`src/rtl/tru_pkg.sv`:
```
package tru_pkg;

  localparam int DETOUR_W = 8;

  typedef logic [DETOUR_W-1:0] detour_t;

  typedef enum logic [1:0] {
    EXIT_LOCAL = 2'd0,
    EXIT_UP    = 2'd1,
    EXIT_LEFT  = 2'd2,
    EXIT_RIGHT = 2'd3
  } exit_e;

  typedef struct packed {
    logic  found;
    exit_e dir;
  } alt_t;

  typedef struct packed {
    exit_e   exit_dir;
    logic    purge;
    detour_t detour;
  } decision_t;

  // Bit of link_ok that belongs to a non-local exit
  function automatic logic [1:0] link_idx(exit_e d);
    return 2'(d) - 2'd1;
  endfunction

  // Saturating increment of the detour count
  function automatic detour_t sat_inc(detour_t c);
    return (c == '1) ? c : c + detour_t'(1);
  endfunction

  // First usable link other than the primary, in the order up, left, right
  function automatic alt_t pick_alt(exit_e prim, logic [2:0] ok);
    alt_t r;
    r.found = 1'b0;
    r.dir   = EXIT_LOCAL;
    for (int i = 2; i >= 0; i--) begin
      if (ok[i] && (exit_e'(i + 1) != prim)) begin
        r.found = 1'b1;
        r.dir   = exit_e'(i + 1);
      end
    end
    return r;
  endfunction

endpackage

```
`src/rtl/tru_prefix_cmp.sv`:
```
module tru_prefix_cmp #(
  parameter int ADDR_W = 32,
  parameter int LEN_W  = $clog2(ADDR_W + 1)
) (
  input  logic [ADDR_W-1:0] local_addr,
  input  logic [LEN_W-1:0]  local_len,
  input  logic [ADDR_W-1:0] tgt_addr,
  input  logic [LEN_W-1:0]  tgt_len,
  output logic              is_prefix,
  output logic              is_exact,
  output logic              next_bit
);

  // Ones in the top 'len' positions of a left-aligned address
  function automatic logic [ADDR_W-1:0] lead_mask(logic [LEN_W-1:0] len);
    return ~({ADDR_W{1'b1}} >> len);
  endfunction

  logic [ADDR_W-1:0] diff_bits;
  logic [ADDR_W-1:0] tgt_shifted;

  always_comb begin
    diff_bits   = (local_addr ^ tgt_addr) & lead_mask(local_len);
    tgt_shifted = tgt_addr << local_len;
    is_prefix   = (local_len <= tgt_len) && (diff_bits == '0);
    is_exact    = is_prefix && (local_len == tgt_len);
    next_bit    = tgt_shifted[ADDR_W-1];
  end

endmodule

```
`src/rtl/tru_dir_select.sv`:
```
module tru_dir_select
  import tru_pkg::*;
(
  input  logic      is_prefix,
  input  logic      is_exact,
  input  logic      next_bit,
  input  logic      leaf_msg,
  input  logic      local_is_leaf,
  input  logic [2:0] link_ok,
  input  detour_t   detour_in,
  input  detour_t   detour_limit,
  output exit_e     primary,
  output logic      detoured,
  output logic      no_route,
  output decision_t dec
);

  logic    prim_ok;
  alt_t    alt;
  detour_t bumped;
  logic    over_limit;

  always_comb begin
    if (!is_prefix)
      primary = EXIT_UP;
    else if (!is_exact)
      primary = next_bit ? EXIT_RIGHT : EXIT_LEFT;
    else
      primary = (leaf_msg && !local_is_leaf) ? EXIT_LEFT : EXIT_LOCAL;

    prim_ok    = (primary == EXIT_LOCAL) || link_ok[link_idx(primary)];
    alt        = pick_alt(primary, link_ok);
    detoured   = !prim_ok && alt.found;
    no_route   = !prim_ok && !alt.found;
    bumped     = sat_inc(detour_in);
    over_limit = detoured && (bumped >= detour_limit);

    dec.purge    = no_route || over_limit;
    dec.detour   = detoured ? bumped : detour_in;
    if (dec.purge)
      dec.exit_dir = EXIT_LOCAL;
    else if (prim_ok)
      dec.exit_dir = primary;
    else
      dec.exit_dir = alt.dir;
  end

endmodule

```
`src/rtl/tru_out_reg.sv`:
```
module tru_out_reg #(
  parameter int PAY_W = 8
) (
  input  logic             clk,
  input  logic             rst_n,
  input  logic             in_valid,
  output logic             in_ready,
  input  logic [PAY_W-1:0] in_pay,
  output logic             out_valid,
  input  logic             out_ready,
  output logic [PAY_W-1:0] out_pay
);

  assign in_ready = !out_valid || out_ready;

  always_ff @(posedge clk or negedge rst_n) begin
    if (!rst_n) begin
      out_valid <= 1'b0;
      out_pay   <= '0;
    end else if (in_ready) begin
      out_valid <= in_valid;
      if (in_valid) out_pay <= in_pay;
    end
  end

endmodule

```
`src/rtl/tree_route_unit.sv`:
```
module tree_route_unit
  import tru_pkg::*;
#(
  parameter int ADDR_W = 32,
  parameter int LEN_W  = $clog2(ADDR_W + 1)
) (
  input  logic              clk,
  input  logic              rst_n,
  input  logic              hdr_valid,
  output logic              hdr_ready,
  input  logic [ADDR_W-1:0] local_addr,
  input  logic [LEN_W-1:0]  local_len,
  input  logic              local_is_leaf,
  input  logic [ADDR_W-1:0] tgt_addr,
  input  logic [LEN_W-1:0]  tgt_len,
  input  logic              leaf_msg,
  input  logic [7:0]        detour_in,
  input  logic [7:0]        detour_limit,
  input  logic [2:0]        link_ok,
  output logic              dec_valid,
  input  logic              dec_ready,
  output logic [1:0]        dec_exit,
  output logic [7:0]        dec_detour,
  output logic              dec_purge
);

  localparam int PAY_W = $bits(decision_t);

  logic      is_prefix;
  logic      is_exact;
  logic      next_bit;
  exit_e     primary;
  logic      detoured;
  logic      no_route;
  decision_t dec_next;
  decision_t dec_q;

  tru_prefix_cmp #(.ADDR_W(ADDR_W), .LEN_W(LEN_W)) u_cmp (
    .local_addr (local_addr),
    .local_len  (local_len),
    .tgt_addr   (tgt_addr),
    .tgt_len    (tgt_len),
    .is_prefix  (is_prefix),
    .is_exact   (is_exact),
    .next_bit   (next_bit)
  );

  tru_dir_select u_sel (
    .is_prefix     (is_prefix),
    .is_exact      (is_exact),
    .next_bit      (next_bit),
    .leaf_msg      (leaf_msg),
    .local_is_leaf (local_is_leaf),
    .link_ok       (link_ok),
    .detour_in     (detour_in),
    .detour_limit  (detour_limit),
    .primary       (primary),
    .detoured      (detoured),
    .no_route      (no_route),
    .dec           (dec_next)
  );

  tru_out_reg #(.PAY_W(PAY_W)) u_reg (
    .clk       (clk),
    .rst_n     (rst_n),
    .in_valid  (hdr_valid),
    .in_ready  (hdr_ready),
    .in_pay    (dec_next),
    .out_valid (dec_valid),
    .out_ready (dec_ready),
    .out_pay   (dec_q)
  );

  assign dec_exit   = 2'(dec_q.exit_dir);
  assign dec_detour = dec_q.detour;
  assign dec_purge  = dec_q.purge;

endmodule

```
`config.mk`:
```
export PLATFORM = sky130hd
export DESIGN_NAME = tree_route_unit
export DESIGN_NICKNAME = d
export VERILOG_FILES = /design/src/rtl/tru_pkg.sv /design/src/rtl/tru_prefix_cmp.sv /design/src/rtl/tru_dir_select.sv /design/src/rtl/tru_out_reg.sv /design/src/rtl/tree_route_unit.sv
export SDC_FILE = /design/constraint.sdc
export NUM_CORES = 1
export LEC_CHECK = 0
export ABC_AREA = 1
export CELL_PAD_IN_SITES_DETAIL_PLACEMENT = 2
export CELL_PAD_IN_SITES_GLOBAL_PLACEMENT = 2
export CORE_MARGIN = 3
export CORE_UTILIZATION = 33
export CTS_CLUSTER_DIAMETER = 50
export DETAILED_ROUTE_END_ITERATION = 8
export DONT_BUFFER_PORTS = 1
export GPL_ROUTABILITY_DRIVEN = 1
export GPL_TIMING_DRIVEN = 0
export PLACE_DENSITY = 0.95
export RECOVER_POWER = 50
export SLEW_MARGIN = 20
export SYNTH_ARGS = -nofsm -noshare
export SYNTH_HDL_FRONTEND = slang
export SYNTH_SLANG_ARGS = --single-unit
```
`constraint.sdc`:
```
create_clock -name clk -period 3 [get_ports clk]
set_clock_uncertainty 0.1 [all_clocks]
set_input_delay 0.6 -clock clk [delete_from_list [all_inputs] [get_ports clk]]
set_output_delay 0.6 -clock clk [all_outputs]
set_load 0.01 [all_outputs]
```
Word level (Yosys, flattened, before mapping). Cells that the tools add are included.

Equal/unequal tests: 5. Muxes and demuxes: 13. Add/subtract/negate cells: 2. Reductions and logical operators: 19. Bitwise gates (word level): 3. Shift-type cells: 2. Magnitude comparators: 3.

Operator list (number): $and 32x32->32 (1); $logic_not 32->1 (1); $not 32->32 (1); $shl 32x6->32 (1); $shr 32x6->32 const A (1); $xor 32x32->32 (1); $mux 8 (2); $mux 2 (5); $logic_and 1x1->1 (9); $mux 3 (3); $add 8x1->8 const B (1); $eq 8x8->1 const B (1); $ge 8x8->1 (1); $eq 6x6->1 (1); $le 6x6->1 (1); $logic_not 1->1 (4); $ne 2x2->1 const A (2); $logic_or 1x1->1 (3); $lt 2x3->1 const B (1); $bmux 1 s2 (1); $logic_not 2->1 (1); $mux 1 (2); $ne 1x2->1 const A (1); $reduce_and 2->1 (1); $sub 2x1->2 const B (1).

Word-level logic and storage cells: 49. Register bits: 12. Input port bits: 101. Output and inout bits: 13.

Depth between registers and ports, before layout.
Depth after elaboration: 17. Mapped depth: 27. Depth with buffers taken out: 27.

Cells and area by module. Synthesis repeated with hierarchy kept, for this count alone.

Cell total of the unflattened synthesis: 475. Area, all modules: 2657.5 µm².

Modules (own cells, without submodules): tru_prefix_cmp (area an instance 1383.8 µm², cells an instance 280, seq. area each 0.0 µm², instances 1); tru_dir_select (area an instance 775.7 µm², cells an instance 143, seq. area each 0.0 µm², instances 1); tru_out_reg (area an instance 498.0 µm², cells an instance 52, seq. area each 300.3 µm², instances 1).

Worst setup path after synthesis. OpenSTA, ideal clock, no wires.

Kind: input to register. Start point: input port detour_in[0]. End point: register u_reg.out_pay[8]. Cell stages on the path: 25. Arrival: 2848 ps. Path slack: -66 ps. Path through: ha_1 nand3_1 inv_1 nand3_1 nor2_1 inv_1 nor2_1 inv_1 o21ai_0 ha_1 a21boi_0 o21ai_0 nand2_1 nand2_1 nand2_1 nand2_1 nand2_1 nand2_1 nand2_1 nand2_1 nand3_1 nand3_1 nand2_1 inv_2 nor2_1.

Longest elaborated chain between the ends: 5. Elaborated cells between the ends (all ways): 6. Those cells by class: add/sub: 1; order compare: 1; eq/ne: 1; mux: 1; reduce/logical: 2.

Ends and longest elaborated chain: start: declaration (RTL line tree_route_unit.sv:17) `input logic [7:0] detour_in,`; $add 8x1->8 or $eq 8x8->1 (tied branches) (RTL line tru_pkg.sv:32) `return (c == '1) ? c : c + detour_t'(1);`; $mux 8 (*) (RTL line tru_pkg.sv:32); $ge 8x8->1 (*) (RTL line tru_dir_select.sv:36) `over_limit = detoured && (bumped >= detour_limit);`; $logic_and 1x1->1 (*) (RTL line tru_dir_select.sv:36); $logic_or 1x1->1 (*) (RTL line tru_dir_select.sv:38) `dec.purge = no_route || over_limit;`; end signal: assignment (RTL line tru_out_reg.sv:22) `if (in_valid) out_pay <= in_pay;`; end: declaration (RTL line tru_out_reg.sv:11) `output logic [PAY_W-1:0] out_pay`.

Every way passes the cells marked *; elsewhere a longest branch is shown, timed or not. A chain may end at the register's enable or synchronous reset.

Worst setup path in the final report.
Start point: input port detour_in[0]. End point: register u_reg.out_pay[9].

Longest elaborated chain between the ends: 6. Elaborated cells between the ends (all ways): 7. Those cells by class: add/sub: 1; order compare: 1; eq/ne: 1; mux: 2; reduce/logical: 2.

Ends and longest elaborated chain: $add 8x1->8 or $eq 8x8->1 (tied branches) (RTL line tru_pkg.sv:32); $mux 8 (*) (RTL line tru_pkg.sv:32); $ge 8x8->1 (*) (RTL line tru_dir_select.sv:36); $logic_and 1x1->1 (*) (RTL line tru_dir_select.sv:36); $logic_or 1x1->1 (*) (RTL line tru_dir_select.sv:38); $mux 2 (*) (RTL line tru_dir_select.sv:40) `if (dec.purge)`.

Marked as above.

==> summary.txt <==
GRT
  • Global route hottest layer: met2
  • Overflow after GRT: 0
  • Initial antenna violation count: 0
  • GRT Util Overall: 26.92%
  • Grt met2 use: between 40% and 50%
  • First-pass GRT wire length: between 15000 and 20000 µm
  • M1 GR Usage: a little under a third
  • Largest net degree at the start of global routing: 13
  • Vias in the first global route: 3781
  • Met3 Track Usage GR: 5.100%

Floorplanning
  • CORE AREA: about 7400 µm²
  • FP Rows: 31
  • Die height: 94.44 µm
  • Die area: 8919 µm²
  • Initial core utilization: around a third
  • # IOs: about 110
  • DIE WIDTH: about 94 µm

Timing
  • Final hold slack: around 460 ps
  • Fin. Hold Viols: 0
  • Period utilization: 105.8%
  • Fmax: 0.3150 GHz
  • Tmin final: approximately 3200 ps
  • Final setup viols: 11
  • Worst slew pin tran: roughly 700 ps
  • RSZ-0062 raised after global routing: true
  • Worst rel slew slack: ~54%
  • Fin worst setup slack: -174.5 ps
  • Final slew viol count: 0

Yosys
  • Synth top area cells: nand2_1, inv_1, dfrtp_1
  • Syn Inst Count: 483
  • Sequential-to-total area share from yosys stat: roughly an eighth
  • Syn Area/Cell: around 5.3 µm²
  • Synth unique cells: 31
  • Top cell type's share of synthesized area: a little over a quarter
  • Synth Area in Simple Gates: between 40% and 50%
  • Largest area contributor in the netlist: nand2_1
  • Largest family of logic cells by synthesized area: simple AND/OR/NAND/NOR gates
  • Post-Syn Area: 2581 µm²
  • Number of synthesized register bits: 12
  • Yosys warning total: 0
  • Adder-cell area share of the yosys netlist: just under 9%
  • XOR/XNOR Fraction of Synth Area: 6.786%
  • Multiplexer share of the synthesized area: 0%
  • Synth Area in Compound Gates: 8.677%
  • Syn_nets: 602

Placement
  • Placed insts: roughly 580
  • IO Port Bufs: 0
  • Gpl congestion: ~0.9
  • Post-DP HPWL: slightly below 9000 µm

Setup path
  • CP Data Arrival Time: between 3000 and 4000 ps
  • CP Class: primary input to flop
  • WP depth: 27
  • Worst-case reg-to-reg path depth: 7
  • Crit path top cell by count: nand2_1
  • Crit. End Element: flop
  • CP max FO: 4
  • CP max stage delay: between 200 and 300 ps
  • CP bufs+invs: 4
  • Crit path required time: about 3100 ps
  • Worst setup SP type: primary input
  • Critical-path top delay cell: ha_1
  • Worst path top cell family by delay: simple AND/OR/NAND/NOR gates

Power and ir drop
  • Peak supply drop: ~0.14 mV
  • Pleak: between 1.5 and 2 nW
  • Total power draw: 0.8252 mW
  • Power Density: 254.6 nW/µm²

Route
  • Total number of vias: 3535
  • Initial DRC count: around 210
  • Antenna Violating Nets Remaining: 0
  • Per-cell via count in the routed design: 5.795
  • Residual DRC: 0
  • Drt pass-1 iters: 4
  • WL/cell: between 20 and 30 µm
  • Final wirelength: about 15000 µm

Final layout
  • Non-filler cells in the finished layout: between 600 and 700
  • Share of post-route cells with drive strength above 1: about a fifth
  • Commonest non-fill, non-tap cell in the layout: nand2_1
  • Most frequent cells in the layout: nand2_1, inv_1, nand3_1
  • Antenna Cells: 0
  • Layout overhead on the synthesized area: 25.59%
  • Layout net count: 632
  • Number of fill cells: about 950

Clock tree
  • CTS Root Cell: clkbuf_8
  • H-tree depth: 1
  • Clk pin slew, worst setup/hold paths: roughly 70 ps
  • Worst-case clock buffer depth: 2
  • Clk_lat worst skew: 250 ps
  • TritonCTS clock tree: yes
  • Sink Count: 12
  • Clock buffer count from CTS: 3

Flow run
  • Max cap viols: 0

Worst hold path
  • Hold Crit Depth: 2
  • Hold/Removal Path Class: flop to flop

Run status
  • Status: finished with violations
  • Violated checks: negative setup slack
[stage by stage]
stage	utilization [%]	TNS (ps)	instance area (µm²)	setup WS (ps)
3_3_place_gp	36.55	-3955	2708	-369.3
4_1_cts	39.20	0	2904	0.1052
5_1_grt	43.76	-2505	3242	-368.7
2_1_floorplan	-	0	2584	32.20
6_report	43.76	-849.3	3242	-174.5
3_5_place_dp	36.55	-6292	2708	-590.4
[layout make-up]
cell class | instances | area [µm²] | area share, %
Multi-Input combinational cell | 377 | 2148 | 66.27
Inverter | 87 | 336.6 | 10.38
Sequential cell | 12 | 300.3 | 9.263
Timing Repair Buffer | 24 | 217.7 | 6.716
Tap cell | 99 | 123.9 | 3.821
Buffer | 8 | 73.82 | 2.277
Clock buffer | 3 | 41.29 | 1.274
[flip-flops by register name, indices dropped and copies added, names as in the netlist]
register,flops
u_reg.out_pay,11
u_reg.out_valid,1
[worst min-delay path: stages (launching register included)]
cell and delay [ps]:
dfrtp_1 390, nand2_1 70, nand2_1 60
[worst paths after layout]
path,startpoint,to,slack (ps)
max,detour_in[0],u_reg.out_pay[9],-170
min,u_reg.out_pay[2],u_reg.out_pay[2],460
max reg2reg,u_reg.out_valid,u_reg.out_pay[9],1320
min reg2reg,u_reg.out_pay[2],u_reg.out_pay[2],460
max in group asynchronous,rst_n,u_reg.out_pay[3],1630
min in group asynchronous,rst_n,u_reg.out_pay[6],730
[timing repair]
| action | 4_1_cts | 5_1_grt |
|---|---|---|
| endpoints found under the hold margin | 12 | 0 |
| gates resized for setup | 18 | 58 |
| endpoints found under the setup margin | 11 | 11 |
| hold buffers | 1 | 0 |
| pin swaps | 9 | 14 |
| buffers inserted | 11 | 10 |
| gates cloned | 1 | 2 |
[report_power, final]
part | internal [mW] | total (mW) | switching [mW]
clock network | 0.0893 | 0.167 | 0.0777
logic | 0.153 | 0.436 | 0.283
registers | 0.187 | 0.222 | 0.0352
total | 0.429 | 0.825 | 0.396
[synth_stat cells, drive strengths merged]
cell type,n
xor2,18
nor3,4
nand3,45
nor2,48
o21bai,2
o211ai,2
dfrtp,12
nand2,186
clkbuf,2
ha,18
inv,86
buf,6
a21boi,1
nand3b,1
xnor2,2
nand4,9
or2,5
o21ai,26
a21oi,9
clkinv,1
[layer usage]
layer  share of wire, %  wire, µm
met5                  0         0
met4                4.5       686
met3                7.0      1075
met2                 50      7777
met1                 38      5867
[cell families after synthesis]
| logic type | after synthesis |
|---|---|
| DFF | 12 |
| buffers and inverters | 95 |
| and+or+nand+nor | 298 |
| xor gates and xnor gates | 20 |
| adders and majority gates | 18 |
| AOI/OAI and AO/OA | 40 |
Note: power is estimated with default switching activity, not from simulation.
